<file path="config.mk">
export PLATFORM = sky130hd
export DESIGN_NAME = ilim_setpoint_sampler
export DESIGN_NICKNAME = d
export VERILOG_FILES = /design/src/rtl/ilim_sampler_pkg.sv /design/src/rtl/ilim_sampler_dp.sv /design/src/rtl/ilim_sampler_ctrl.sv /design/src/rtl/ilim_setpoint_sampler.sv
export SDC_FILE = /design/constraint.sdc
export NUM_CORES = 1
export LEC_CHECK = 0
export ABC_AREA = 1
export BUFFER_PORTS_ARGS = -buffer_cell sky130_fd_sc_hd__buf_2
export CORE_ASPECT_RATIO = 2
export CORE_UTILIZATION = 40
export CTS_CLUSTER_DIAMETER = 40
export DETAILED_ROUTE_END_ITERATION = 10
export GPL_ROUTABILITY_DRIVEN = 0
export HOLD_SLACK_MARGIN = 0.03
export PLACE_DENSITY = 0.67
export SYNTH_ARGS = -nofsm -noshare
export SYNTH_HDL_FRONTEND = slang
export SYNTH_SLANG_ARGS = --single-unit
</file>
<file path="constraint.sdc">
create_clock -name clk -period 2.2 [get_ports clk]
set_clock_uncertainty 0.15 [all_clocks]
set_input_delay 0.33 -clock clk [delete_from_list [all_inputs] [get_ports clk]]
set_output_delay 0.33 -clock clk [all_outputs]
set_load 0.02 [all_outputs]
</file>
<file path="src/rtl/ilim_sampler_pkg.sv">
package ilim_sampler_pkg;

  typedef enum logic [1:0] {
    ST_IDLE   = 2'd0,
    ST_SETTLE = 2'd1,
    ST_RAMP   = 2'd2,
    ST_HOLD   = 2'd3
  } smpState_t;

  // Strobes from control to datapath, one cycle each
  typedef struct packed {
    logic timerClr;
    logic codeClr;
    logic codeInc;
    logic capture;
    logic markOver;
    logic invalidate;
  } smpStrobe_t;

endpackage

</file>
<file path="src/rtl/ilim_sampler_dp.sv">
module ilim_sampler_dp
  import ilim_sampler_pkg::*;
#(
  parameter int CODE_W        = 8,
  parameter int SETTLE_CYCLES = 100,
  parameter int STEP_CYCLES   = 1328
) (
  input  logic              clk,
  input  logic              rstN,
  input  smpStrobe_t        stb,
  input  logic              senseStrobe,
  input  logic [CODE_W-1:0] senseCode,
  output logic              settleDone,
  output logic              stepDone,
  output logic              codeAtMax,
  output logic [CODE_W-1:0] dacCode,
  output logic [CODE_W-1:0] setPoint,
  output logic              heldValid,
  output logic              overRange,
  output logic              ocTrip
);

  localparam int TMR_LIM = (SETTLE_CYCLES > STEP_CYCLES) ? SETTLE_CYCLES : STEP_CYCLES;
  localparam int TMR_W   = $clog2(TMR_LIM + 1);
  localparam logic [TMR_W-1:0]  SETTLE_LAST = TMR_W'(SETTLE_CYCLES - 1);
  localparam logic [TMR_W-1:0]  STEP_LAST   = TMR_W'(STEP_CYCLES - 1);
  localparam logic [CODE_W-1:0] CODE_MAX    = '1;

  logic [TMR_W-1:0]  intervalTmr;
  logic [CODE_W-1:0] rampCode;

  // interval timer shared by settle and step phases
  always_ff @(posedge clk or negedge rstN) begin
    if (!rstN)             intervalTmr <= '0;
    else if (stb.timerClr) intervalTmr <= '0;
    else                   intervalTmr <= intervalTmr + 1'b1;
  end

  assign settleDone = (intervalTmr == SETTLE_LAST);
  assign stepDone   = (intervalTmr == STEP_LAST);

  // ramp counter feeding the external DAC
  always_ff @(posedge clk or negedge rstN) begin
    if (!rstN)            rampCode <= '0;
    else if (stb.codeClr) rampCode <= '0;
    else if (stb.codeInc) rampCode <= rampCode + 1'b1;
  end

  assign codeAtMax = (rampCode == CODE_MAX);
  assign dacCode   = rampCode;

  // held set point
  always_ff @(posedge clk or negedge rstN) begin
    if (!rstN) begin
      setPoint  <= '0;
      heldValid <= 1'b0;
      overRange <= 1'b0;
    end else if (stb.invalidate) begin
      heldValid <= 1'b0;
      overRange <= 1'b0;
    end else if (stb.capture) begin
      setPoint  <= rampCode;
      heldValid <= 1'b1;
      overRange <= stb.markOver;
    end
  end

  // qualified threshold compare against the sensed code
  always_ff @(posedge clk or negedge rstN) begin
    if (!rstN) ocTrip <= 1'b0;
    else       ocTrip <= senseStrobe && heldValid && !overRange && (senseCode > setPoint);
  end

endmodule

</file>
<file path="src/rtl/ilim_sampler_ctrl.sv">
module ilim_sampler_ctrl
  import ilim_sampler_pkg::*;
(
  input  logic       clk,
  input  logic       rstN,
  input  logic       enable,
  input  logic       sampleReq,
  input  logic       cmpAbove,
  input  logic       settleDone,
  input  logic       stepDone,
  input  logic       codeAtMax,
  output smpStrobe_t stb,
  output logic       busy
);

  smpState_t state, stateNxt;
  logic      armed;
  logic      startOk;

  assign startOk = enable && armed && sampleReq &&
                   ((state == ST_IDLE) || (state == ST_HOLD));

  // armed on reset and whenever the part sits in shutdown
  always_ff @(posedge clk or negedge rstN) begin
    if (!rstN)        armed <= 1'b1;
    else if (!enable) armed <= 1'b1;
    else if (startOk) armed <= 1'b0;
  end

  always_ff @(posedge clk or negedge rstN) begin
    if (!rstN) state <= ST_IDLE;
    else       state <= stateNxt;
  end

  always_comb begin
    stateNxt = state;
    stb      = '0;
    if (!enable) begin
      stateNxt     = ST_IDLE;
      stb.timerClr = 1'b1;
    end else begin
      unique case (state)
        ST_IDLE, ST_HOLD: begin
          stb.timerClr = 1'b1;
          if (startOk) begin
            stateNxt       = ST_SETTLE;
            stb.codeClr    = 1'b1;
            stb.invalidate = 1'b1;
          end
        end
        ST_SETTLE: begin
          if (settleDone) begin
            stateNxt     = ST_RAMP;
            stb.timerClr = 1'b1;
          end
        end
        ST_RAMP: begin
          if (stepDone) begin
            stb.timerClr = 1'b1;
            if (cmpAbove) begin
              stb.capture = 1'b1;
              stateNxt    = ST_HOLD;
            end else if (codeAtMax) begin
              stb.capture  = 1'b1;
              stb.markOver = 1'b1;
              stateNxt     = ST_HOLD;
            end else begin
              stb.codeInc = 1'b1;
            end
          end
        end
        default: stateNxt = ST_IDLE;
      endcase
    end
  end

  assign busy = (state == ST_SETTLE) || (state == ST_RAMP);

endmodule

</file>
<file path="src/rtl/ilim_setpoint_sampler.sv">
module ilim_setpoint_sampler
  import ilim_sampler_pkg::*;
#(
  parameter int CODE_W        = 8,
  parameter int SETTLE_CYCLES = 100,
  parameter int STEP_CYCLES   = 1328
) (
  input  logic              clk,
  input  logic              rstN,
  input  logic              enable,
  input  logic              sampleReq,
  input  logic              cmpAbove,
  input  logic              senseStrobe,
  input  logic [CODE_W-1:0] senseCode,
  output logic              lowDrvHold,
  output logic              srcEn,
  output logic [CODE_W-1:0] dacCode,
  output logic [CODE_W-1:0] setPoint,
  output logic              sampleDone,
  output logic              ocpOff,
  output logic              ocTrip
);

  smpStrobe_t stb;
  logic       busy;
  logic       settleDone;
  logic       stepDone;
  logic       codeAtMax;

  ilim_sampler_ctrl u_ctrl (
    .clk        (clk),
    .rstN       (rstN),
    .enable     (enable),
    .sampleReq  (sampleReq),
    .cmpAbove   (cmpAbove),
    .settleDone (settleDone),
    .stepDone   (stepDone),
    .codeAtMax  (codeAtMax),
    .stb        (stb),
    .busy       (busy)
  );

  ilim_sampler_dp #(
    .CODE_W        (CODE_W),
    .SETTLE_CYCLES (SETTLE_CYCLES),
    .STEP_CYCLES   (STEP_CYCLES)
  ) u_dp (
    .clk         (clk),
    .rstN        (rstN),
    .stb         (stb),
    .senseStrobe (senseStrobe),
    .senseCode   (senseCode),
    .settleDone  (settleDone),
    .stepDone    (stepDone),
    .codeAtMax   (codeAtMax),
    .dacCode     (dacCode),
    .setPoint    (setPoint),
    .heldValid   (sampleDone),
    .overRange   (ocpOff),
    .ocTrip      (ocTrip)
  );

  assign lowDrvHold = busy;
  assign srcEn      = busy;

endmodule

</file>
==> impl_metrics.toml <==
[status]
status = "complete, no violations"

[yosys]
syn_inst = 268
synth_seq_cells = 33
synth_nets = 294
synth_edf_count = 0
syn_area_mm2 = 0.002041
ys_async_sr_fraction_pct = 100.0
synth_area_per_cell_um2 = 7.615
seq_area_frac_synth_pct = 40.53
ys_warn_count = 0
yosys.cell_types.count = 29
synth_top_flop_cell = "dfrtp_1"

[setup_path]
regToRegSetupSlack_ns = 0.21
reg2reg_from = "u_dp.intervalTmr[0]$_DFF_PN0_"
cp.arrival_ns = 2.01
reg2reg_depth = 8
crit_chain = "ha_1 -> nand3_2 -> inv_2 -> nand3_2 -> nor2_4 -> nand2_2 -> nand2_1 -> nand2_1"
crit_required_ns = 2.23
critPathMaxFanout = 11
cpLargestDelayFamily = "simple AND/OR/NAND/NOR gates"
cpPeakStageDelay_ns = 0.45
cp-end-kind = "flop"
cp_num_buf_inv = 1
cp_num_cells = 8
worst_setup_path_start_kind = "flop"
cp_slowest_cell = "dfrtp_1"
timing.rr.end = "u_dp.setPoint[4]$_DFFE_PN0P_"
setup.worst_path.class = "reg -> reg"

[timing]
setup-violations-final = 0
rsz0062_at_grt = "no"
drv_slew = 0
fin_crit_sh_pct = 90.30
relSlewSlack_pct = 50.20
tns_ns = 0
finalHoldViolations = 0
fin_ws_ns = 0.2134
min_period_ns = 1.987
max_freq_mhz = 503.4
worst_pin_slew_ns = 0.7471

[hold_path]
min_from = "enable"
min_to = "u_ctrl.armed$_DFFE_PN1P_"
min_path_type = "in -> reg"
hold_depth = 2

[die]
die-width_um = 52.51
die-height_um = 103.0
start_util_pct = 41.95
dieArea_mm2 = 0.005409
io_pins = 35
core.rowCount = 36
core_mm2 = 0.004865

[cts]
holdBufCountCts = 1
clock-sinks = 33
clk_path_buf_depth = 2
post_cts_buffers = 0
cts_root_buf = "clkbuf_8"
tritoncts = "built"
clkTransAtPathRegs_ns = 0.07
cts.repair.resized = 0
cts_inserted_buffers = 5
worstSkewPairLatency_ns = 0.29
cts.htree.levels = 2

[drt]
dr.pass1.iters = 4
wl_um = 4600
vias_per_cell = 4.989
ant_nets = 0
drc = 0
vias = 1821
wire_per_inst_um = 12.60
drt_iter0_drc = 20

[global_route]
antenna_found_initial = 0
track_usage_pct = 19.63
grt_pass1_wl_um = 7748
grt_pass1_vias = 1837
grt_max_degree = 34
grt_remaining_overflow = 0

[placed_design]
portBuffers = 34
hpwl_um = 3636
place_ws_ns = 0.2109

[power]
power_density_mw_per_mm2 = 736.0
peakVddDrop_mv = 0.6646
p_leak_nw = 1.225

[finish]
nets = 333
syn_to_final_growth_pct = 17.11
n_antenna_cell = 0
drive_above_1_share_pct = 19.81

[run]
maxCapViolCount = 0
==> cell families after synthesis <==
kind of cell | count (synthesis) | synth area share, %
AOI/OAI and AO/OA | 19 | 5.273
xor gates and xnor gates | 8 | 3.434
adders and majority gates | 12 | 7.357
buffers and inverters | 45 | 9.013
DFF | 33 | 40.53
and+or+nand+nor | 151 | 34.40
==> how the worst max path moves through the flow <==
| stage | startpoint | end | slack, ns |
|---|---|---|---|
| 2_1_floorplan | u_dp.dacCode[0]$_DFFE_PN0P_ | u_dp.dacCode[7]$_DFFE_PN0P_ | 0.51 |
| 3_3_place_gp | u_dp.intervalTmr[0]$_DFF_PN0_ | u_dp.setPoint[7]$_DFFE_PN0P_ | 0.21 |
| 3_5_place_dp | u_dp.intervalTmr[0]$_DFF_PN0_ | u_dp.setPoint[4]$_DFFE_PN0P_ | 0.21 |
| 4_1_cts | u_dp.intervalTmr[0]$_DFF_PN0_ | u_dp.setPoint[4]$_DFFE_PN0P_ | 0.19 |
| 5_1_grt | u_dp.intervalTmr[0]$_DFF_PN0_ | u_dp.setPoint[4]$_DFFE_PN0P_ | 0.01 |
| 6_report | u_dp.intervalTmr[0]$_DFF_PN0_ | u_dp.setPoint[4]$_DFFE_PN0P_ | 0.21 |
==> metrics by stage <==
step,instance area [um2],power (W),hold WS (ns),std cells,util (%)
floorplan,2041,0.001055,-0.1156,268,-
global placement,2263,0.001175,0.2778,356,46.53
detailed placement,2263,0.001184,0.2861,356,46.53
CTS,2390,0.001782,0.1290,365,49.13
global route,2390,0.001859,0.1565,365,49.13
finish,2390,0.001759,0.1310,365,49.13
==> cell type report <==
| cell class | count | area [um2] |
|---|---|---|
| fill | 500 | 2475 |
| multi-input combinational | 190 | 1030 |
| sequential | 33 | 827.0 |
| timing repair buffer | 37 | 195.2 |
| inverter | 40 | 150.1 |
| clock buffer | 7 | 86.33 |
| tap | 57 | 71.32 |
| clock inverter | 1 | 30.03 |
==> routing by layer <==
| layer | GRT usage [%] | share of wire (%) | vias to the layer above |
|---|---|---|---|
| met1 | 16.90 | 35 | 829 |
| met2 | 38.75 | 57 | 51 |
| li1 | - | - | 928 |
| met4 | 12.15 | 3.9 | 0 |
| met3 | 3.245 | 3.6 | 13 |
| met5 | 0 | 0 | - |
==> synthesized netlist by cell type, drive strengths merged (3+ instances only) <==
master | number | area share [%]
nand2 | 70 | 13
nand3 | 30 | 8.5
buf | 5 | 1.7
xor2 | 6 | 2.6
nor3 | 3 | 0.98
ha | 12 | 7.4
a21oi | 7 | 1.7
dfrtp | 32 | 39
inv | 40 | 7.4
o21ai | 8 | 2.1
nand4 | 10 | 3.1
nor2 | 37 | 8.4
==> where the power goes <==
group          internal, W  switching, W
combinational     0.000153      0.000305
clock             0.000369      0.000222
sequential        0.000657     0.0000518
total              0.00118      0.000579
==> placed cells by master, fill, tap and decap left out, types with 2 or more instances in the layout <==
cell	count
buf_2	34
ha_1	12
inv_2	3
xor2_1	6
dfrtp_1	32
nor3_1	2
o21ai_0	6
a21oi_1	7
inv_1	37
xnor2_1	2
nand3_1	27
nand2_1	68
nor2_4	3
clkbuf_8	6
nand3_2	2
nor2_1	30
o21bai_1	2
nor2_2	4
nand2_2	2
buf_4	2
nand4_1	10
==> flip-flops by register name, summed over array words and instances (netlist names) <==
register,flops
u_dp.intervalTmr,11
u_ctrl.state,2
u_dp.heldValid,1
u_dp.dacCode,8
u_dp.overRange,1
u_ctrl.armed,1
u_dp.ocTrip,1
u_dp.setPoint,8
==> worst register-to-register path: stages, from the launching register on <==
cell,delay [ns]
dfrtp_1,0.45
ha_1,0.27
nand3_2,0.12
inv_2,0.16
nand3_2,0.14
nor2_4,0.25
nand2_2,0.19
nand2_1,0.10
nand2_1,0.05
Note: power is estimated with default switching activity, not from simulation.
